==> config.mk <==
export PLATFORM = sky130hd
export DESIGN_NAME = colarb_top
export DESIGN_NICKNAME = d
export VERILOG_FILES = /design/src/rtl/colarb_pkg.sv /design/src/rtl/colarb_window.sv /design/src/rtl/colarb_edge_cmp.sv /design/src/rtl/colarb_decode.sv /design/src/rtl/colarb_top.sv
export SDC_FILE = /design/constraint.sdc
export NUM_CORES = 1
export LEC_CHECK = 0
export BUFFER_PORTS_ARGS = -buffer_cell sky130_fd_sc_hd__buf_2
export CAP_MARGIN = 20
export CORE_UTILIZATION = 50
export DETAILED_ROUTE_END_ITERATION = 8
export PLACE_DENSITY = 0.78
export SYNTH_ARGS = -nofsm -noshare
export SYNTH_HDL_FRONTEND = slang
export SYNTH_SLANG_ARGS = --single-unit
==> constraint.sdc <==
create_clock -name clk -period 13.5 [get_ports clk]
set_input_delay 0.675 -clock clk [delete_from_list [all_inputs] [get_ports clk]]
set_output_delay 0.675 -clock clk [all_outputs]
set_load 0.1 [all_outputs]
==> src/rtl/colarb_pkg.sv <==
package colarb_pkg;

  typedef enum logic [1:0] {
    RD_PLAIN = 2'd0,
    RD_OLD   = 2'd1,
    RD_NEW   = 2'd2,
    RD_UNDEF = 2'd3
  } rd_sel_e;

  // position of port A's edge relative to port B's edge
  typedef enum logic [1:0] {
    EDGE_EARLY = 2'd0,
    EDGE_LATE  = 2'd1,
    EDGE_NEAR  = 2'd2
  } edge_cls_e;

  typedef struct packed {
    logic    busy_a_n;
    logic    busy_b_n;
    logic    we_a;
    logic    we_b;
    logic    corrupt;
    rd_sel_e rsel_a;
    rd_sel_e rsel_b;
  } arb_out_t;

  localparam arb_out_t ARB_IDLE = '{busy_a_n: 1'b1, busy_b_n: 1'b1, we_a: 1'b0,
                                    we_b: 1'b0, corrupt: 1'b0,
                                    rsel_a: RD_PLAIN, rsel_b: RD_PLAIN};

endpackage

==> src/rtl/colarb_window.sv <==
module colarb_window #(
  parameter int WIN_W  = 12,
  parameter bit DDR_EN = 1'b1
) (
  input  logic             ddr,
  input  logic [WIN_W-1:0] win_sdr,
  input  logic [WIN_W-1:0] win_ddr,
  output logic [WIN_W-1:0] win
);
  generate
    if (DDR_EN) begin : g_dual
      assign win = ddr ? win_ddr : win_sdr;
    end else begin : g_single
      logic unused_ddr;
      assign unused_ddr = ddr ^ (^win_ddr);
      assign win = win_sdr;
    end
  endgenerate
endmodule

==> src/rtl/colarb_edge_cmp.sv <==
module colarb_edge_cmp
  import colarb_pkg::*;
#(
  parameter int TS_W  = 16,
  parameter int WIN_W = 12
) (
  input  logic [TS_W-1:0]  ts_a,
  input  logic [TS_W-1:0]  ts_b,
  input  logic [WIN_W-1:0] win,
  output edge_cls_e        cls
);
  localparam int EXT_W = TS_W + 1;
  localparam int PAD_W = EXT_W - WIN_W;

  logic [TS_W-1:0]         gap_mod;
  logic signed [EXT_W-1:0] gap;
  logic signed [EXT_W-1:0] lim_hi;
  logic signed [EXT_W-1:0] lim_lo;

  always_comb begin
    gap_mod = ts_a - ts_b;
    gap     = $signed({gap_mod[TS_W-1], gap_mod});
    lim_hi  = $signed({{PAD_W{1'b0}}, win});
    lim_lo  = -lim_hi;
    if (gap > lim_hi)      cls = EDGE_LATE;
    else if (gap < lim_lo) cls = EDGE_EARLY;
    else                   cls = EDGE_NEAR;
  end
endmodule

==> src/rtl/colarb_decode.sv <==
module colarb_decode
  import colarb_pkg::*;
(
  input  logic      vld_a,
  input  logic      wr_a,
  input  logic      vld_b,
  input  logic      wr_b,
  input  logic      same_addr,
  input  edge_cls_e cls,
  output arb_out_t  res
);
  logic hit;

  always_comb begin
    hit = vld_a & vld_b & same_addr;
    res = ARB_IDLE;
    res.we_a = vld_a & wr_a;
    res.we_b = vld_b & wr_b;
    if (hit) begin
      unique case ({wr_a, wr_b})
        2'b01: begin
          unique case (cls)
            EDGE_LATE:  res.rsel_a = RD_NEW;
            EDGE_EARLY: res.rsel_a = RD_OLD;
            default: begin
              res.rsel_a   = RD_UNDEF;
              res.busy_a_n = 1'b0;
            end
          endcase
        end
        2'b10: begin
          unique case (cls)
            EDGE_EARLY: res.rsel_b = RD_NEW;
            EDGE_LATE:  res.rsel_b = RD_OLD;
            default: begin
              res.rsel_b   = RD_UNDEF;
              res.busy_b_n = 1'b0;
            end
          endcase
        end
        2'b11: begin
          unique case (cls)
            EDGE_LATE: begin
              res.we_b     = 1'b0;
              res.busy_b_n = 1'b0;
            end
            EDGE_EARLY: begin
              res.we_a     = 1'b0;
              res.busy_a_n = 1'b0;
            end
            default: begin
              res.we_a     = 1'b0;
              res.we_b     = 1'b0;
              res.busy_a_n = 1'b0;
              res.busy_b_n = 1'b0;
              res.corrupt  = 1'b1;
            end
          endcase
        end
        default: ;
      endcase
    end
  end
endmodule

==> src/rtl/colarb_top.sv <==
module colarb_top
  import colarb_pkg::*;
#(
  parameter int ADDR_W = 10,
  parameter int TS_W   = 16,
  parameter int WIN_W  = 12,
  parameter bit DDR_EN = 1'b1
) (
  input  logic              clk,
  input  logic              rst,
  input  logic [WIN_W-1:0]  win_sdr,
  input  logic [WIN_W-1:0]  win_ddr,
  input  logic              a_vld,
  input  logic              a_wr,
  input  logic              a_ddr,
  input  logic [ADDR_W-1:0] a_addr,
  input  logic [TS_W-1:0]   a_ts,
  input  logic              b_vld,
  input  logic              b_wr,
  input  logic              b_ddr,
  input  logic [ADDR_W-1:0] b_addr,
  input  logic [TS_W-1:0]   b_ts,
  output logic              a_busy_n,
  output logic              b_busy_n,
  output logic              a_we,
  output logic              b_we,
  output logic [1:0]        a_rsel,
  output logic [1:0]        b_rsel,
  output logic              wr_corrupt
);
  localparam int NPORT = 2;

  logic [NPORT-1:0]            port_ddr;
  logic [NPORT-1:0][WIN_W-1:0] port_win;
  logic [WIN_W-1:0]            win_sel;
  edge_cls_e                   cls;
  arb_out_t                    nxt;
  arb_out_t                    q;

  assign port_ddr = {b_ddr, a_ddr};

  for (genvar p = 0; p < NPORT; p++) begin : g_port
    colarb_window #(.WIN_W(WIN_W), .DDR_EN(DDR_EN)) u_win (
      .ddr     (port_ddr[p]),
      .win_sdr (win_sdr),
      .win_ddr (win_ddr),
      .win     (port_win[p])
    );
  end

  // writer's window for write/read, wider window for write/write
  always_comb begin
    unique case ({a_wr, b_wr})
      2'b10:   win_sel = port_win[0];
      2'b01:   win_sel = port_win[1];
      2'b11:   win_sel = (port_win[0] > port_win[1]) ? port_win[0] : port_win[1];
      default: win_sel = win_sdr;
    endcase
  end

  colarb_edge_cmp #(.TS_W(TS_W), .WIN_W(WIN_W)) u_cmp (
    .ts_a (a_ts),
    .ts_b (b_ts),
    .win  (win_sel),
    .cls  (cls)
  );

  colarb_decode u_dec (
    .vld_a     (a_vld),
    .wr_a      (a_wr),
    .vld_b     (b_vld),
    .wr_b      (b_wr),
    .same_addr (a_addr == b_addr),
    .cls       (cls),
    .res       (nxt)
  );

  always_ff @(posedge clk) begin
    if (rst) q <= ARB_IDLE;
    else     q <= nxt;
  end

  assign a_busy_n   = q.busy_a_n;
  assign b_busy_n   = q.busy_b_n;
  assign a_we       = q.we_a;
  assign b_we       = q.we_b;
  assign a_rsel     = q.rsel_a;
  assign b_rsel     = q.rsel_b;
  assign wr_corrupt = q.corrupt;
endmodule

---- Yosys cells after proc, flatten, opt, wreduce, memory -nomap -nowiden ----
Cells that the tools add are included.
word-level totals
  bits in latches ......................... 0
  memories ................................ 0
  RAM bits ................................ 0
  register bits after elaboration ......... 9
  word-level logic and storage cells ...... 51
  ROM bits ................................ 0
operators by class
  equal/unequal tests ..................... 5
  add/subtract/negate cells ............... 2
  $lt $le $gt $ge ......................... 3
  multipliers ............................. 0
  shift-type cells ........................ 0
  reduce and logical (&&, ||, !) cells .... 6
  div/mod/pow operators ................... 0
  mux-type cells .......................... 20
  bitwise operators ....................... 8
operator list
  operator                                              number
  two-way mux 12 bit                                    3
  case mux 12 bit (3 select lines)                      1
  < comparator 16 x 17 -> 1 bit                         1
  negation 12 -> 17 bit                                 1
  greater-than comparator 16 x 13 -> 1 bit              1
  subtractor 16 bit                                     1
  greater-than comparator 12 bit                        1
  equality test 10 bit                                  1
  OR reduction 3 bit                                    3
  two-way mux 2 bit                                     4
  case mux 2 bit (2 select lines)                       2
  two-way mux 7 bit                                     1
  two-way mux 1 bit                                     6
  AND 1 bit                                             4
  equality test 2 x 1 -> 1 bit (second input constant)  2
  equality test 2 bit (second input constant)           2
  inverter 1 bit                                        4
  case mux 1 bit (2 select lines)                       2
  OR reduction 2 bit                                    2
  two-way mux 3 bit                                     1
  logical NOT 2 bit                                     1

---- Depth between registers and ports, before layout ----
Gate-level depths: netlist (run 1).
  word-level depth ........................ 13
  gate-level depth with buffers ........... 24
  gate-level depth less buffers ........... 22

---- Modules after synthesis ----
A second synthesis (run 1) with hierarchy kept.
second synthesis, totals
  cell total of the unflattened synthesis .. 431
  area, all modules ....................... 3288.2 um^2
by module, submodules not included
  module           area an instance (um^2)  cells an instance  times used  seq. area each (um^2)
  colarb_edge_cmp  1651.6                   230                1           0.0
  colarb_top       1157.4                   157                1           180.2
  colarb_window    183.9                    13                 2           0.0
  colarb_decode    111.4                    18                 1           0.0

---- Worst setup path before layout (run 1) ----
No wires, ideal clock.
  kind .................................... in2reg
  start ................................... input port a_ddr
  end ..................................... register q, in the netlist b_we
  library setup time ...................... 88 ps
  data required time ...................... 13412 ps
  setup slack ............................. 8009 ps
  stages .................................. 22
  data arrival time ....................... 5403 ps
  path through ............................ clkbuf_1 -> clkbuf_1 -> mux2_2 -> ha_1 -> a21oi_1 -> nand2_1 -> a221oi_2 -> a21oi_1 -> o21a_1 -> a32o_1 -> or3b_1 -> buf_6 -> nor3b_2 -> xnor2_1 -> ha_1 -> a21oi_1 -> o21ai_0 -> o311a_1 -> o21ai_0 -> a211o_1 -> nand2_2 -> a311oi_2
on the way
  longest elaborated chain between the ends .. 12
ends and longest elaborated chain
  element                               RTL line               source
  start: declaration                    colarb_top.sv:15       input logic a_ddr,
  two-way mux 12 bit (*)                colarb_window.sv:12    assign win = ddr ? win_ddr : win_sdr;
  greater-than comparator 12 bit        colarb_top.sv:56       2'b11: win_sel = (port_win[0] > port_win[1]) ? port_win[0] : port_win[1];
  two-way mux 12 bit                    colarb_top.sv:56
  case mux 12 bit (3 select lines) (*)  colarb_top.sv:53       unique case ({a_wr, b_wr})
  negation 12 -> 17 bit                 colarb_edge_cmp.sv:24  lim_lo = -lim_hi;
  < comparator 16 x 17 -> 1 bit         colarb_edge_cmp.sv:26  else if (gap < lim_lo) cls = EDGE_EARLY;
  two-way mux 2 bit                     colarb_edge_cmp.sv:26
  two-way mux 2 bit (*)                 colarb_edge_cmp.sv:25  if (gap > lim_hi) cls = EDGE_LATE;
  logical NOT 2 bit (*)                 colarb_decode.sv:42    unique case (cls)
  two-way mux 1 bit (*)                 colarb_decode.sv:42
  two-way mux 3 bit (*)                 colarb_decode.sv:20    unique case ({wr_a, wr_b})
  two-way mux 7 bit (*)                 colarb_decode.sv:19    if (hit) begin
  end signal: assignment                colarb_top.sv:80       else q <= nxt;
  end: declaration                      colarb_top.sv:38       arb_out_t q;
Every way passes the cells marked *; elsewhere a longest branch is shown, timed or not.
A chain may end at the register's enable or synchronous reset.

---- Final worst setup path (run 1) ----
Ends and elaborated chain as after synthesis.

==> results of run 1 <==
## placed cells by master, fill, tap and decap left out, types with 5 or more instances in the layout
master | netlist | routed
buf_2 | 2 | 92
ha_1 | 56 | 56
a21oi_1 | 31 | 31
inv_1 | 29 | 29
nor2_1 | 27 | 27
nand2_1 | 22 | 22
xnor2_1 | 21 | 21
o21ai_0 | 15 | 15
mux2i_1 | 12 | 12
mux2_2 | 12 | 12
a21o_1 | 10 | 10
xor2_1 | 10 | 10
dfxtp_1 | 9 | 9
o21a_1 | 8 | 8
nor3_1 | 8 | 8
nor2b_1 | 7 | 7
nor4_1 | 7 | 7
nand3_1 | 6 | 6
a211oi_1 | 6 | 6
and2_1 | 6 | 6
a211o_1 | 5 | 5
nand4_1 | 5 | 5
## power by group through the flow
stage               sequential [mW]  clock [mW]  combinational, mW
floorplan                    0.0292           0              0.139
global placement             0.0275           0              0.180
detailed placement           0.0275           0              0.185
CTS                          0.0270      0.0313              0.187
global route                 0.0270      0.0331              0.211
finish                       0.0270      0.0302              0.187
## synthesized netlist by cell type, types with 8 or more instances
cell type / instances / area share (%)
dfxtp_1: 9 / 5.8
inv_1: 29 / 3.5
xnor2_1: 21 / 5.9
o21ai_0: 15 / 2.4
mux2_2: 12 / 4.3
a21oi_1: 31 / 5.0
mux2i_1: 12 / 3.9
nand2_1: 22 / 2.6
a21o_1: 10 / 2.4
nor3_1: 8 / 1.3
nor2_1: 27 / 3.3
xor2_1: 10 / 2.8
o21a_1: 8 / 1.9
ha_1: 56 / 22
## layer usage
layer / vias up / share of wire (%) / routed length, um / track usage [%]
li1: 1653 / - / - / -
met1: 1507 / 48 / 3580 / 30.4
met2: 67 / 48 / 3580 / 40.9
met3: 6 / 3.2 / 239 / 2.02
met4: 0 / 0.91 / 68 / 3.93
met5: - / 0 / 0 / 0
## registers in the layout, indices dropped and copies added (netlist names)
name,flops
wr_corrupt,1
a_rsel,2
b_rsel,2
b_busy_n,1
b_we,1
a_we,1
a_busy_n,1
## layout make-up
cell class                      instances  share of cell area (%)
Tap cell                               75                    2.55
Clock buffer                            4                    1.22
Inverter                               30                    3.06
Timing Repair Buffer                   92                    12.5
Sequential cell                         9                    4.90
Multi-Input combinational cell        342                    75.7
## worst max path at each step
stage          cells past startpoint   end   from  slack, ps
5_1_grt                           20  b_we  a_ddr       7690
4_1_cts                           20  b_we  a_ddr       7990
2_1_floorplan                     22  b_we  a_ddr       8010
6_report                          20  b_we  a_ddr       7970
3_5_place_dp                      19  b_we  a_ddr       7750
3_3_place_gp                      20  b_we  a_ddr       7890
## through the flow
stage,std cells,hold slack (ps)
after floorplan,389,743
after global placement,548,879
after detailed placement,548,884
after CTS,552,638
after global routing,552,640
final,552,644
## kinds of logic (layout without fill, tap and decap cells)
| group | after synthesis | after routing | synth area share (%) |
|---|---|---|---|
| compound gates | 119 | 119 | 29.5 |
| xor+xnor | 31 | 31 | 8.71 |
| fa+ha+maj | 57 | 57 | 23.1 |
| buf+inv | 38 | 126 | 4.90 |
| flops | 9 | 9 | 5.78 |
| mux | 24 | 24 | 8.19 |
| simple gates | 111 | 111 | 19.8 |
==> results by group, run 1 <==
Floorplanning
  – Die Y: 81.0 um
  – Die area: 0.00656 mm^2
  – # rows: 28
  – Core area: 0.00596 mm^2
  – I/O pin count: 93
  – Initial Utilization: 52.4%
  – Die width: 81.0 um

Routing
  – Wire per inst: 13.5 um
  – Via density: 5.86
  – Vias: 3233
  – DR pass1 iterations: 7
  – DRT iter0 DRCs: 118
  – DRC errors left: 0
  – Final wirelength: 7.47 mm
  – Final antenna-violating net count: 0

CTS
  – Max clock buf depth: 2
  – CTS tree: yes
  – CTS Buf Count: 3
  – CTS Sinks: 9
  – Clk pin slew, worst setup/hold paths: 40 ps
  – CTS resizes: 0
  – Post-CTS setup buffers: 0
  – H-tree depth: 1
  – Number of hold buffers added after cts: 0
  – Root Buffer: clkbuf_8

Logic synthesis
  – Cell count after synthesis: 389
  – Sequential fraction of the synthesis area: 5.78%
  – Yosys cell types: 70
  – Synth Cell Area: 0.00312 mm^2
  – FF+latch count, synth: 9
  – Post-synth ARST share: 0%
  – Mean Syn Cell Area: 8.02 um^2
  – Synth warn: 0
  – Net Count, Synth: 530
  – Post-synth top flop: dfxtp_1
  – EDFF count, synth: 0

Hold path
  – Hold Crit Depth: 2
  – HP Start: rst
  – Worst min path class: in -> reg
  – Hold EP: b_we

Pwr
  – Pleak: 1.79 nW
  – Net Sw Frac: 46.8%
  – Gate power share: 76.6%
  – PwrDens: 66.5 mW/mm^2
  – Clock Power Share: 12.4%
  – Worst VDD drop: 0.0000676 V
  – Net switching power: 0.114 mW
  – Sequential share of power: 11.0%
  – Power after layout: 0.245 mW
  – Int Pwr: 0.130 mW

Layout
  – Diode count: 0
  – Fillcell total: 558
  – Final nets: 619
  – Multi-input gate area: 0.00279 mm^2
  – Layout Cell Area excl Fill: 0.00368 mm^2
  – Share of layout cells above drive strength 1: 27.7%
  – Finished Core Util: 61.7%
  – Synthesis-to-layout area growth: 17.9%
  – FF/Latch Area: 180 um^2

Worst setup path
  – Critical path type: in -> reg
  – Crit path arrival time: 5670 ps
  – CP Capture Type: register
  – CP Buf/Inv Count: 1
  – Worst-path cell chain: buf_2 -> mux2_2 -> ha_1 -> a21oi_1 -> o21ai_1 -> a221oi_2 -> a211oi_1 -> a211oi_2 -> nand2_1 -> or3b_1 -> nor3b_2 -> xnor2_1 -> ha_1 -> a21oi_1 -> o21ai_0 -> o311a_1 -> o21ai_0 -> a211o_1 -> nand2_2 -> a311oi_2
  – Crit path max-delay family: compound AO/OA/AOI/OAI gates
  – CP max stage delay: 530 ps
  – CP Launch Type: input pin
  – Req. time, crit path: 13650 ps
  – CP Max Fanout: 15
  – Max stage delay cell, worst path: or3b_1

Global routing
  – Pin count of the biggest net entering global routing: 19
  – Global-route wire length before repair: 12.4 mm
  – Vias in the first global route: 2940
  – Global Route Usage Sum: 23.1%
  – Initial antenna violation count: 0
  – Remaining global-route overflow: 0

Placed design
  – Port bufs: 92
  – Placed Instance Area: 0.00363 mm^2
  – Detailed placement HPWL: 6.31 mm
  – Pre-CTS WS: 7750 ps
  – Final GP Congestion: 0.862

Timing
  – Final Slew Violations: 0
  – Max-slew headroom: 60.3%
  – Worst-Margin Slew: 591 ps
  – Max Fclk: 181 MHz
  – Final setup vio count: 0
  – Final Hold Violating Endpoints: 0
  – Worst setup margin: 7970 ps
  – TNS Setup: 0 ps
  – Final period util: 41.0%
  – RSZ-0062 raised after global routing: no
  – Final min period: 5530 ps

Status
  – Status: finished, final reports clean

Job
  – Maxcap violations: 0
Power figures use the tool's default switching activity.
==> inputs of run 2 (changes only) <==
CORE_UTILIZATION = 49   (was 50)
PLACE_DENSITY = 0.79   (was 0.78)
clock period = 5 ns   (was 13.5 ns; I/O delays follow)
==> results by group, run 2 (synthesized netlist as in run 1, its figures left out) <==
Floorplanning
  – Initial Utilization: 51.7%
  – Die width: 81.8 um
  – Die Y: 81.8 um
  – Die area: 0.00669 mm^2
  – # rows: 28
  – Core area: 0.00603 mm^2
  – I/O pin count: 93

Pwr
  – Pleak: 1.92 nW
  – PwrDens: 182 mW/mm^2
  – Power after layout: 0.712 mW
  – Worst VDD drop: 0.000136 V

Layout
  – FF/Latch Area: 180 um^2
  – Commonest non-fill, non-tap cell in the layout: buf_2
  – Finished Layout Cells: 579
  – Commonest non-fill, non-tap cells in the layout: 90 x buf_2, 55 x ha_1, 31 x a21oi_1
  – Finished Core Util: 64.9%
  – Multi-input gate area: 0.00281 mm^2
  – Diode count: 0
  – Fillcell total: 538
  – Share of layout cells above drive strength 1: 32.1%
  – Final nets: 646
  – Synthesis-to-layout area growth: 25.5%

Timing
  – Max Fclk: 215 MHz
  – Worst-Margin Slew: 556 ps
  – Max-slew headroom: 62.9%
  – Final period util: 93.0%
  – Final Slew Violations: 0
  – Final hold slack: 218 ps
  – RSZ-0062 raised after global routing: no
  – Final setup vio count: 0
  – Worst setup margin: 348 ps
  – Final min period: 4650 ps
  – Final Hold Violating Endpoints: 0

Placed design
  – Port bufs: 92
  – Pre-CTS WS: -175 ps
  – Final GP Congestion: 0.958
  – Detailed placement HPWL: 6.88 mm
  – Placed instance count: 574

Worst setup path
  – CP Max Fanout: 15
  – Worst-path cell chain: buf_4 -> mux2_2 -> ha_1 -> a21oi_1 -> o21ai_1 -> a221oi_2 -> buf_4 -> a2111oi_0 -> or3_1 -> inv_1 -> ha_2 -> nand4_4 -> nor3_1 -> xnor2_1 -> ha_1 -> a21oi_1 -> o21ai_0 -> o311a_1 -> o21ai_1 -> a211o_1 -> nand2_2 -> a311oi_2
  – Req. time, crit path: 5150 ps
  – CP max stage delay: 390 ps
  – CP Launch Type: input pin
  – Max stage delay cell, worst path: or3_1
  – Worst setup startpoint: a_ddr
  – CP Capture Type: register
  – Crit path arrival time: 4810 ps
  – Critical path type: in -> reg

CTS
  – Clk pin slew, worst setup/hold paths: 40 ps
  – Max clock buf depth: 2
  – Root Buffer: clkbuf_8
  – CTS Sinks: 9
  – CTS tree: yes
  – CTS Buf Count: 3
  – H-tree depth: 1

Routing
  – DRC errors left: 0
  – Final wirelength: 8.18 mm
  – DR pass1 iterations: 6
  – Final antenna-violating net count: 0
  – Via density: 5.72
  – Wire per inst: 14.1 um
  – Vias: 3312
  – DRT iter0 DRCs: 130

Global routing
  – Global Route Usage Sum: 24.4%
  – Initial antenna violation count: 0
  – Global-route wire length before repair: 13.1 mm
  – Pin count of the biggest net entering global routing: 19
  – Vias in the first global route: 2957
  – Remaining global-route overflow: 0

Hold path
  – Hold Crit Depth: 2
  – Worst min path class: in -> reg
  – HP Start: rst
  – Hold EP: b_we

Status
  – Status: finished, final reports clean

Job
  – Maxcap violations: 0
[run 2: what timing repair did]
action                     4_1_cts  5_1_grt
setup buffers                    0        1
resized for setup                0        9
hold buffers                     0        0
setup endpoints to repair        0        6
[run 2: worst max path at each step]
stage,cells after the start,slack (ps),end
4_1_cts,21,40,b_we
5_1_grt,22,20,b_we
3_3_place_gp,22,-20,b_we
6_report,22,350,b_we
3_5_place_dp,21,-180,b_we
2_1_floorplan,22,70,b_we
[run 2: area by class of cell]
type,instances,area share [%]
clock buffer,4,1.15
inverter,30,2.88
multi-input combinational,342,71.9
sequential,9,4.61
tap,75,2.40
timing repair buffer,119,17.1
[run 2: report_power, final]
| group | internal, mW | total [mW] | switching, mW |
|---|---|---|---|
| logic | 0.255 | 0.553 | 0.298 |
| registers | 0.0727 | 0.0728 | 0.000189 |
| clock network | 0.0557 | 0.0864 | 0.0307 |
[run 2: layer usage]
| layer | share of wire, % | track usage, % | up-vias |
|---|---|---|---|
| li1 | - | - | 1704 |
| met1 | 45 | 32.7 | 1517 |
| met2 | 51 | 44.2 | 84 |
| met3 | 3.4 | 0.667 | 7 |
| met4 | 0.65 | 3.16 | 0 |
| met5 | 0 | 0 | - |
[run 2: metrics by stage]
stage          setup TNS (ps)  cell area [um^2]
2_1_floorplan               0              3120
3_3_place_gp            -23.0              3830
3_5_place_dp             -312              3830
4_1_cts                     0              3870
5_1_grt                     0              3910
6_report                    0              3910
[run 2: worst max-delay path, delay by kind of cell]
family,cells,cell delay [ps]
compound gates,10,1880
xor+xnor,1,150
mux,1,380
buf+inv,3,460
simple gates,4,870
fa+ha+maj,3,830
==> inputs of run 3 (changes only) <==
CORE_UTILIZATION = 50   (was 49)
PLACE_DENSITY = 0.78   (was 0.79)
clock period = 4.83 ns   (was 5 ns; I/O delays follow)
==> results by group, run 3 (synthesized netlist as in run 1, its figures left out) <==
Routing
  – DRT iter0 DRCs: 125
  – Vias: 3436
  – Via density: 5.79
  – Final wirelength: 8.49 mm
  – DRC errors left: 0
  – Wire per inst: 14.3 um
  – Final antenna-violating net count: 0
  – DR pass1 iterations: 4

Timing
  – Max-slew headroom: 61.0%
  – Final hold slack: 205 ps
  – Final setup vio count: 0
  – Final min period: 4660 ps
  – Final Hold Violating Endpoints: 0
  – Max Fclk: 214 MHz
  – Final period util: 96.6%
  – Worst-Margin Slew: 585 ps
  – Worst setup margin: 165 ps
  – Final Slew Violations: 0

Status
  – Status: finished, final reports clean

Pwr
  – Gate power share: 79.0%
  – Worst VDD drop: 0.000206 V
  – Clock Power Share: 11.2%
  – Sequential share of power: 9.8%
  – PwrDens: 191 mW/mm^2
  – Pleak: 1.99 nW
  – Net switching power: 0.353 mW
  – Net Sw Frac: 45.8%
  – Int Pwr: 0.418 mW

Placed design
  – Detailed placement HPWL: 7.20 mm
  – Final GP Congestion: 0.865
  – Pre-CTS WS: -315 ps
  – Port bufs: 92
  – Placed instance count: 585

Floorplanning
  – Initial Utilization: 52.4%
  – Core area: 0.00596 mm^2
  – Die width: 81.0 um
  – Die Y: 81.0 um
  – # rows: 28
  – I/O pin count: 93
  – Die area: 0.00656 mm^2

CTS
  – H-tree depth: 1
  – Clk pin slew, worst setup/hold paths: 40 ps
  – Max clock buf depth: 2
  – CTS tree: yes
  – CTS Sinks: 9
  – CTS Buf Count: 3
  – Root Buffer: clkbuf_8
  – Number of hold buffers added after cts: 0

Global routing
  – Remaining global-route overflow: 0
  – Vias in the first global route: 3234
  – Pin count of the biggest net entering global routing: 19
  – Global-route wire length before repair: 13.7 mm
  – Global Route Usage Sum: 25.6%
  – Initial antenna violation count: 0

Worst setup path
  – Crit path arrival time: 4790 ps
  – CP Max Fanout: 12
  – Critical path type: in -> reg
  – Req. time, crit path: 4950 ps
  – CP Launch Type: input pin
  – CP Capture Type: register

Layout
  – Final nets: 660
  – Commonest non-fill, non-tap cell in the layout: buf_2
  – Synthesis-to-layout area growth: 29.7%
  – Finished Core Util: 67.9%
  – Commonest non-fill, non-tap cells in the layout: 90 x buf_2, 55 x ha_1, 42 x buf_4
  – Diode count: 0
  – Finished Layout Cells: 593
  – Share of layout cells above drive strength 1: 34.6%

Job
  – Maxcap violations: 0

Hold path
  – Worst min path class: in -> reg
==> run 3: cell types whose count changed in the layout (fill, tap and decap cells not counted), sizes merged <==
cell and delta:
buf +14
==> run 3: cell type report <==
type                    instances  area [um^2]
well taps                      75         93.8
flip-flops and latches          9          180
clock buffers                   4         45.0
fillers                       505         1910
multi-input cells             342         2840
inverters                      30          113
repair buffers                133          773
==> run 3: worst max-delay path, stage by stage <==
cell and delay, ps:
buf_4 190, mux2_2 370, ha_1 360, a21oi_1 160
nand2_1 120, a221o_1 410, o311ai_4 330, buf_4 200
o21ai_0 90, a21oi_2 260, inv_1 140, ha_1 320
and4_1 220, a221oi_1 310, a21oi_1 190, o41ai_4 510
buf_4 200, buf_4 100, a21oi_1 50
==> run 3: routing by layer <==
layer  part of all wire [%]  track usage [%]  up-vias
met5                      0                0        -
met4                    1.7             7.86        0
met3                    4.4             2.02       15
met2                     48             45.4      101
met1                     46             32.6     1590
li1                       -                -     1730
==> run 3: through the flow <==
stage	total power [mW]	cell area (um^2)	setup TNS [ps]
after global routing	0.837	4040	-13.1
after floorplan	0.472	3130	0
after detailed placement	0.651	3910	-1540
after CTS	0.745	3970	0
after global placement	0.626	3910	-261
final	0.770	4040	0
==> run 3: what timing repair did <==
action | in CTS | in global routing
pin swaps | 0 | 5
gates resized for setup | 2 | 11
gates cloned | 0 | 0
endpoints found under the setup margin | 3 | 9
setup buffers | 0 | 4
==> run 3: power groups by stage <==
stage / clock [mW] / combinational (mW) / sequential (mW)
finish: 0.0862 / 0.609 / 0.0755
global route: 0.0932 / 0.668 / 0.0754
CTS: 0.0881 / 0.582 / 0.0754
detailed placement: 0 / 0.574 / 0.0767
global placement: 0 / 0.550 / 0.0767
floorplan: 0 / 0.391 / 0.0816
==> run 3: path summary, 6_finish.rpt <==
kind | start | end | slack, ps | depth (start not counted)
hold / removal | rst | b_we | 200 | 2
setup / recovery | a_ddr | a_we | 170 | 19
